### src/rtl/pace_pkg.sv
package pace_pkg;
    typedef enum logic [0:0] {
        OVR_ARMED   = 1'b0,
        OVR_TRIPPED = 1'b1
    } ovr_state_t;
endpackage

### src/rtl/pace_slot_ring.sv
module pace_slot_ring #(
    parameter int DEPTH = 16,
    parameter int CHW   = 4
) (
    input  logic           clk,
    input  logic           rst_n,
    input  logic           we,
    input  logic [CHW-1:0] wchan,
    input  logic           q_full,
    input  logic           port_busy,
    output logic           svc_push,
    output logic [CHW-1:0] svc_chan,
    output logic           svc_adv,
    output logic           collide
);
    localparam int PW = $clog2(DEPTH);
    localparam int CW = $clog2(DEPTH + 1);

    logic [CHW-1:0] slots [DEPTH];
    logic [PW-1:0]  wr_idx, svc_idx;
    logic [CW-1:0]  pend;
    logic           have, is_null, skip;

    assign have     = (pend != '0);
    assign svc_chan = slots[svc_idx];
    assign is_null  = (svc_chan == '0);
    assign skip     = have && is_null;
    assign svc_push = have && !is_null && !q_full && !port_busy;
    assign svc_adv  = skip || svc_push;
    assign collide  = we && (pend == CW'(DEPTH)) && !svc_adv;

    always_ff @(posedge clk) begin
        if (!rst_n) begin
            for (int i = 0; i < DEPTH; i++) slots[i] <= '0;
            wr_idx  <= '0;
            svc_idx <= '0;
            pend    <= '0;
        end else begin
            if (svc_adv) slots[svc_idx] <= '0;
            if (we)      slots[wr_idx]  <= wchan;
            if (we)      wr_idx  <= wr_idx + 1'b1;
            if (svc_adv || collide) svc_idx <= svc_idx + 1'b1;
            if (we && !(svc_adv || collide))      pend <= pend + 1'b1;
            else if (!we && svc_adv)              pend <= pend - 1'b1;
        end
    end


    pend_bound_chk: assert property (@(posedge clk) disable iff (!rst_n)
        pend <= CW'(DEPTH));

    overwrite_keeps_full_chk: assert property (@(posedge clk) disable iff (!rst_n)
        collide |=> pend == CW'(DEPTH));
endmodule

### src/rtl/pace_txq.sv
module pace_txq #(
    parameter int QDEPTH = 4,
    parameter int CHW    = 4
) (
    input  logic           clk,
    input  logic           rst_n,
    input  logic           push,
    input  logic [CHW-1:0] din,
    input  logic           pop,
    output logic           valid,
    output logic [CHW-1:0] head,
    output logic           full
);
    localparam int QPW = $clog2(QDEPTH);
    localparam int QCW = $clog2(QDEPTH + 1);

    logic [CHW-1:0] mem [QDEPTH];
    logic [QPW-1:0] rd, wr;
    logic [QCW-1:0] cnt;
    logic           do_push, do_pop;

    assign valid   = (cnt != '0);
    assign full    = (cnt == QCW'(QDEPTH));
    assign head    = mem[rd];
    assign do_push = push && !full;
    assign do_pop  = pop && valid;

    always_ff @(posedge clk) begin
        if (!rst_n) begin
            for (int i = 0; i < QDEPTH; i++) mem[i] <= '0;
            rd  <= '0;
            wr  <= '0;
            cnt <= '0;
        end else begin
            if (do_push) begin
                mem[wr] <= din;
                wr      <= wr + 1'b1;
            end
            if (do_pop) rd <= rd + 1'b1;
            if (do_push && !do_pop)      cnt <= cnt + 1'b1;
            else if (do_pop && !do_push) cnt <= cnt - 1'b1;
        end
    end


    no_overflow_chk: assert property (@(posedge clk) disable iff (!rst_n)
        cnt <= QCW'(QDEPTH));

    drain_by_pop_chk: assert property (@(posedge clk) disable iff (!rst_n)
        $fell(valid) |-> $past(pop));
endmodule

### src/rtl/pace_ovr_fsm.sv
module pace_ovr_fsm
    import pace_pkg::*;
(
    input  logic clk,
    input  logic rst_n,
    input  logic collide,
    input  logic svc_adv,
    output logic ovr_pulse
);
    ovr_state_t state, state_nx;

    always_comb begin
        state_nx = state;
        unique case (state)
            OVR_ARMED:   if (collide) state_nx = OVR_TRIPPED;
            OVR_TRIPPED: if (svc_adv) state_nx = OVR_ARMED;
            default:     state_nx = OVR_ARMED;
        endcase
    end

    always_ff @(posedge clk) begin
        if (!rst_n) state <= OVR_ARMED;
        else        state <= state_nx;
    end

    always_ff @(posedge clk) begin
        if (!rst_n) ovr_pulse <= 1'b0;
        else        ovr_pulse <= (state == OVR_ARMED) && collide;
    end


    single_pulse_chk: assert property (@(posedge clk) disable iff (!rst_n)
        ovr_pulse |=> !ovr_pulse);
endmodule

### src/rtl/pace_level.sv
module pace_level #(
    parameter int DEPTH  = 16,
    parameter int QDEPTH = 4,
    parameter int CHW    = 4,
    parameter int LVLW   = 3,
    parameter int LEVEL  = 0
) (
    input  logic              clk,
    input  logic              rst_n,
    input  logic              sch_we,
    input  logic [CHW-1:0]    sch_chan,
    input  logic              byp_valid,
    input  logic [CHW-1:0]    byp_chan,
    input  logic              tx_pop,
    input  logic [2**CHW-1:0] chan_ready,
    output logic              q_valid,
    output logic [CHW-1:0]    q_chan,
    output logic              q_full,
    output logic              ovr_pulse,
    output logic [LVLW-1:0]   ovr_level,
    output logic              tqf_pulse,
    output logic [CHW-1:0]    tqf_chan,
    output logic              unr_pulse,
    output logic [CHW-1:0]    unr_chan
);
    localparam logic [CHW-1:0] IDLE_CODE = '0;

    logic           ring_push, svc_adv, collide, byp_ok, push, unr_now;
    logic [CHW-1:0] svc_chan, din;

    pace_slot_ring #(.DEPTH(DEPTH), .CHW(CHW)) u_ring (
        .clk(clk), .rst_n(rst_n), .we(sch_we), .wchan(sch_chan),
        .q_full(q_full), .port_busy(byp_valid),
        .svc_push(ring_push), .svc_chan(svc_chan),
        .svc_adv(svc_adv), .collide(collide)
    );

    assign byp_ok  = byp_valid && !q_full;
    assign unr_now = ring_push && !chan_ready[svc_chan];
    assign push    = byp_ok || ring_push;
    assign din     = byp_ok ? byp_chan : (unr_now ? IDLE_CODE : svc_chan);

    pace_txq #(.QDEPTH(QDEPTH), .CHW(CHW)) u_q (
        .clk(clk), .rst_n(rst_n), .push(push), .din(din), .pop(tx_pop),
        .valid(q_valid), .head(q_chan), .full(q_full)
    );

    pace_ovr_fsm u_ovr (
        .clk(clk), .rst_n(rst_n), .collide(collide),
        .svc_adv(svc_adv), .ovr_pulse(ovr_pulse)
    );

    assign ovr_level = LVLW'(LEVEL);

    always_ff @(posedge clk) begin
        if (!rst_n) begin
            tqf_pulse <= 1'b0;
            tqf_chan  <= '0;
            unr_pulse <= 1'b0;
            unr_chan  <= '0;
        end else begin
            tqf_pulse <= byp_valid && q_full;
            if (byp_valid && q_full) tqf_chan <= byp_chan;
            unr_pulse <= unr_now;
            if (unr_now) unr_chan <= svc_chan;
        end
    end


    bypass_full_chk: assert property (@(posedge clk) disable iff (!rst_n)
        (byp_valid && q_full) |=> (tqf_pulse && tqf_chan == $past(byp_chan)));

    underrun_queued_chk: assert property (@(posedge clk) disable iff (!rst_n)
        unr_pulse |-> q_valid);
endmodule

### config.mk
export PLATFORM = sky130hd
export DESIGN_NAME = pace_level
export DESIGN_NICKNAME = d
export VERILOG_FILES = /design/src/rtl/pace_pkg.sv /design/src/rtl/pace_slot_ring.sv /design/src/rtl/pace_txq.sv /design/src/rtl/pace_ovr_fsm.sv /design/src/rtl/pace_level.sv
export SDC_FILE = /design/constraint.sdc
export NUM_CORES = 1
export LEC_CHECK = 0
export BUFFER_PORTS_ARGS = -buffer_cell sky130_fd_sc_hd__buf_4
export CORE_UTILIZATION = 55
export CTS_BUF_LIST = sky130_fd_sc_hd__clkbuf_8
export CTS_CLUSTER_SIZE = 16
export DETAILED_ROUTE_END_ITERATION = 10
export PLACE_DENSITY = 0.77
export SKIP_CTS_REPAIR_TIMING = 1
export SLEW_MARGIN = 20
export SYNTH_ARGS = -nofsm -noshare
export SYNTH_HDL_FRONTEND = slang
export SYNTH_SLANG_ARGS = --single-unit
### constraint.sdc
create_clock -name clk -period 3.3 [get_ports clk]
set_input_delay 0.66 -clock clk [delete_from_list [all_inputs] [get_ports clk]]
set_output_delay 0.66 -clock clk [all_outputs]
set_load 0.005 [all_outputs]
==> results by group <==
Run status
  • Status: finished clean

Power and ir drop
  • Pwr/cell area: 783 nW/µm²
  • Clock Power Share: 24.9%
  • Switching Power: 1.91 mW
  • Internal: 3.78 mW
  • Combinational Power Share: 40.3%
  • Sw frac: 33.6%
  • Max rail drop VDD: 325 µV
  • Final Power: 5.69 mW
  • P_leak: 2.93 nW
  • Part of the power in registers: 34.8%

Synth
  • Largest family of logic cells by synthesized area: simple AND/OR/NAND/NOR gates
  • YS warnings: 0
  • Register area share after synthesis: 51.8%
  • Post-Synth Adder-Cell Area: 3.12%
  • Async SR Flop Fraction: 0%
  • Multiplexer share of the synthesized area: 12.9%
  • Compound-Gate Fraction of Synth Area: 6.91%
  • Syn_area_per_cell: 11.2 µm²
  • Cell Area, Synth: 6100 µm²
  • Post-synth EDFFs: 80
  • Post-Syn Instances: 544
  • Flops & latches, synth: 118
  • Primary FF master, synth: edfxtp_1
  • Synth Area in XOR/XNOR: 1.58%
  • Yosys cell types: 56
  • Simple-Gate Fraction of Synth Area: 20.0%

CTS
  • Clock-pin slew on the worst setup and hold paths: 0.07 ns
  • Number of buffers created by CTS: 17
  • CTS sink cnt: 118
  • CTS tree: yes
  • CTS Buffer Depth: 2
  • H-tree levels: 4
  • Clock latency on the worst-skew pair: 0.43 ns
  • Root Buffer: clkbuf_8

Floorplanning
  • Die W: 107 µm
  • Die height: 107 µm
  • Starting Density: 56.3%
  • Die area: 11,500 µm²
  • Rows: 38
  • Core area: 10,800 µm²
  • # IOs: 49

Global routing
  • Global-route wire length before repair: 22.3 mm
  • Largest net degree at the start of global routing: 47
  • Tot GR Track Use: 26.1%
  • Initial antenna violation count: 0
  • Vias in the first global route: 4,345
  • Gr ovfl total: 0

Critical path
  • Worst Path Max Fanout: 14
  • CP startpoint kind: flop
  • CP required: 3.66 ns
  • CP arrival: 3.58 ns
  • Cell depth of the worst flop-to-flop path: 14
  • Setup crit end kind: flop
  • CP Class: flop to flop

Timing
  • Highest clock rate: 0.311 GHz
  • Endpoints failing setup: 0
  • Final min period: 3.21 ns
  • Max Slew Vio Count: 0
  • Final setup TNS: 0 ns
  • RSZ-0062 raised after global routing: yes
  • Part of the cycle the worst path needs: 97.3%
  • Slew of the pin with the lowest slew margin: 0.759 ns
  • Final Hold Violating Endpoints: 0
  • Final worst setup slack: 0.0875 ns
  • Max-Slew Margin vs Limit: 49.2%
  • Final Skew: 0.0108 ns

Place
  • Detailed Place HPWL: 10.2 mm
  • Post-DP Area: 6750 µm²
  • I/O Buffers: 45
  • Gpl congestion: 0.904
  • Pre-CTS setup slack: -0.00403 ns

Routing
  • DRT antenna net count: 0
  • Via Count: 4,596
  • Drt wl/cell: 18.9 µm
  • Post-route DRC: 0
  • DR vias/cell: 6.04
  • Initial DRC count: 513
  • First-pass detailed-route iteration total: 5
  • Detailed Route WL: 14.4 mm

Layout
  • Ant diodes: 0
  • Fin util: 67.0%
  • Finished Cell Area: 7260 µm²
  • Nets: 651
  • Share of cells above drive strength 1: 25.9%
  • Area Growth Syn to Fin: 19.0%

Hold path
  • Worst min path class: flop to flop
  • Worst Hold Path Cells: 1

Job
  • Max-Cap Viols: 0
synth_stat cells, drive strengths merged (2+ instances only):
cell type,instances,area [µm²]
edfxtp,80,2400
mux4,22,495
and2,18,113
mux2,3,37.5
ha,12,150
o311ai,5,43.8
nor3b,9,67.6
nor3,7,35.0
and3,48,300
nand2,77,289
a21o,4,30.0
o21ai,11,58.8
clkbuf,30,114
nand2b,5,31.3
xor2,7,61.3
o221ai,2,17.5
a21oi,17,85.1
nor2b,3,18.8
and3b,6,52.6
mux2i,24,253
nor2,34,130
buf,8,62.6
o211ai,9,67.6
o31ai,2,15.0
nand3,15,75.1
inv,12,45.0
xnor2,4,35.0
or2,4,25.0
nor4,8,56.3
o22ai,4,25.0
dfxtp,38,761
or3,2,12.5
fa,2,40.0
a2111oi,2,18.8
area by class of cell:
class	instances	area [µm²]
fillers	792	3580
multi-input cells	378	2830
repair buffers	81	621
clock buffers	18	248
inverters	12	45.0
clock inverters	14	183
well taps	140	175
flip-flops and latches	118	3160
cell families after synthesis:
group	after synthesis
muxes	49
DFF	118
and+or+nand+nor	238
xor gates and xnor gates	11
buffers and inverters	50
other	1
adders and majority gates	14
AOI/OAI and AO/OA	63
worst paths after layout:
kind                                        startpoint                           to  slack, ns
worst max-delay path                              flop  u_ring.pend[4]$_SDFFE_PN0P_       0.09
worst min-delay path            u_ovr.state$_SDFF_PN0_   u_ovr.ovr_pulse$_SDFF_PN0_       0.44
worst max register to register                    flop  u_ring.pend[4]$_SDFFE_PN0P_       0.09
worst min register to register  u_ovr.state$_SDFF_PN0_   u_ovr.ovr_pulse$_SDFF_PN0_       0.44
power by group through the flow:
stage,clock network [mW],logic (mW),registers (mW)
3_5_place_dp,0,2.15,2.01
6_report,1.42,2.29,1.98
4_1_cts,1.43,2.16,1.98
5_1_grt,1.49,2.48,2.00
3_3_place_gp,0,2.08,1.99
2_1_floorplan,0,1.55,1.96
metal layers:
| metal | track usage, % | up-vias | share of wire, % |
|---|---|---|---|
| met4 | 7.34 | 0 | 1.3 |
| li1 | - | 2118 | - |
| met2 | 41.8 | 238 | 48 |
| met5 | 0 | - | 0 |
| met1 | 34.8 | 2219 | 41 |
| met3 | 7.26 | 21 | 9.7 |
worst max-delay path: stages (launching register included):
cell	delay (ns)
dfxtp_2	0.33
buf_12	0.15
buf_4	0.15
mux4_2	0.34
mux2i_2	0.08
mux2_4	0.32
a31oi_4	0.29
nor2_4	0.07
or2_4	0.27
fa_2	0.36
a21o_1	0.18
a21oi_2	0.15
or2_2	0.13
a2bb2oi_2	0.13
mux2i_1	0.18
sequential cells by signal (all words and copies together) (netlist names), 3 cells and up, named ones only:
| name | cells |
|---|---|
| u_q.cnt | 3 |
| u_ring.svc_idx | 4 |
| tqf_chan | 4 |
| u_q.mem | 16 |
| u_ring.slots | 64 |
| u_ring.pend | 5 |
| u_ring.wr_idx | 4 |
| unr_chan | 4 |
placed cells by master (no fill, tap or decap), types with 3 or more instances in the layout:
cell,n
ha_1,10
xor2_1,7
edfxtp_1,80
nand2_1,76
nor2b_1,3
o211ai_1,9
nor3_1,7
clkbuf_8,18
nor2_1,32
nand2b_1,5
o311ai_1,3
or2_2,3
clkinvlp_4,3
buf_4,80
o22ai_1,4
nor3b_1,9
nor4_2,4
and3b_1,6
a21o_1,4
and3_1,48
inv_1,12
mux2i_1,21
nand3_1,15
o21ai_0,8
a21oi_1,16
conb_1,3
xnor2_1,4
nor4_1,4
dfxtp_1,37
mux4_2,22
and2_1,18
bufinv_16,4
clkinv_2,3
stage by stage:
stage	std cells	hold WS, ns
after floorplan	546	0.401
after global placement	724	0.432
after detailed placement	724	0.435
after CTS	756	0.448
after global routing	761	0.450
final	761	0.435
No activity file was read; power rests on OpenSTA's default activity.
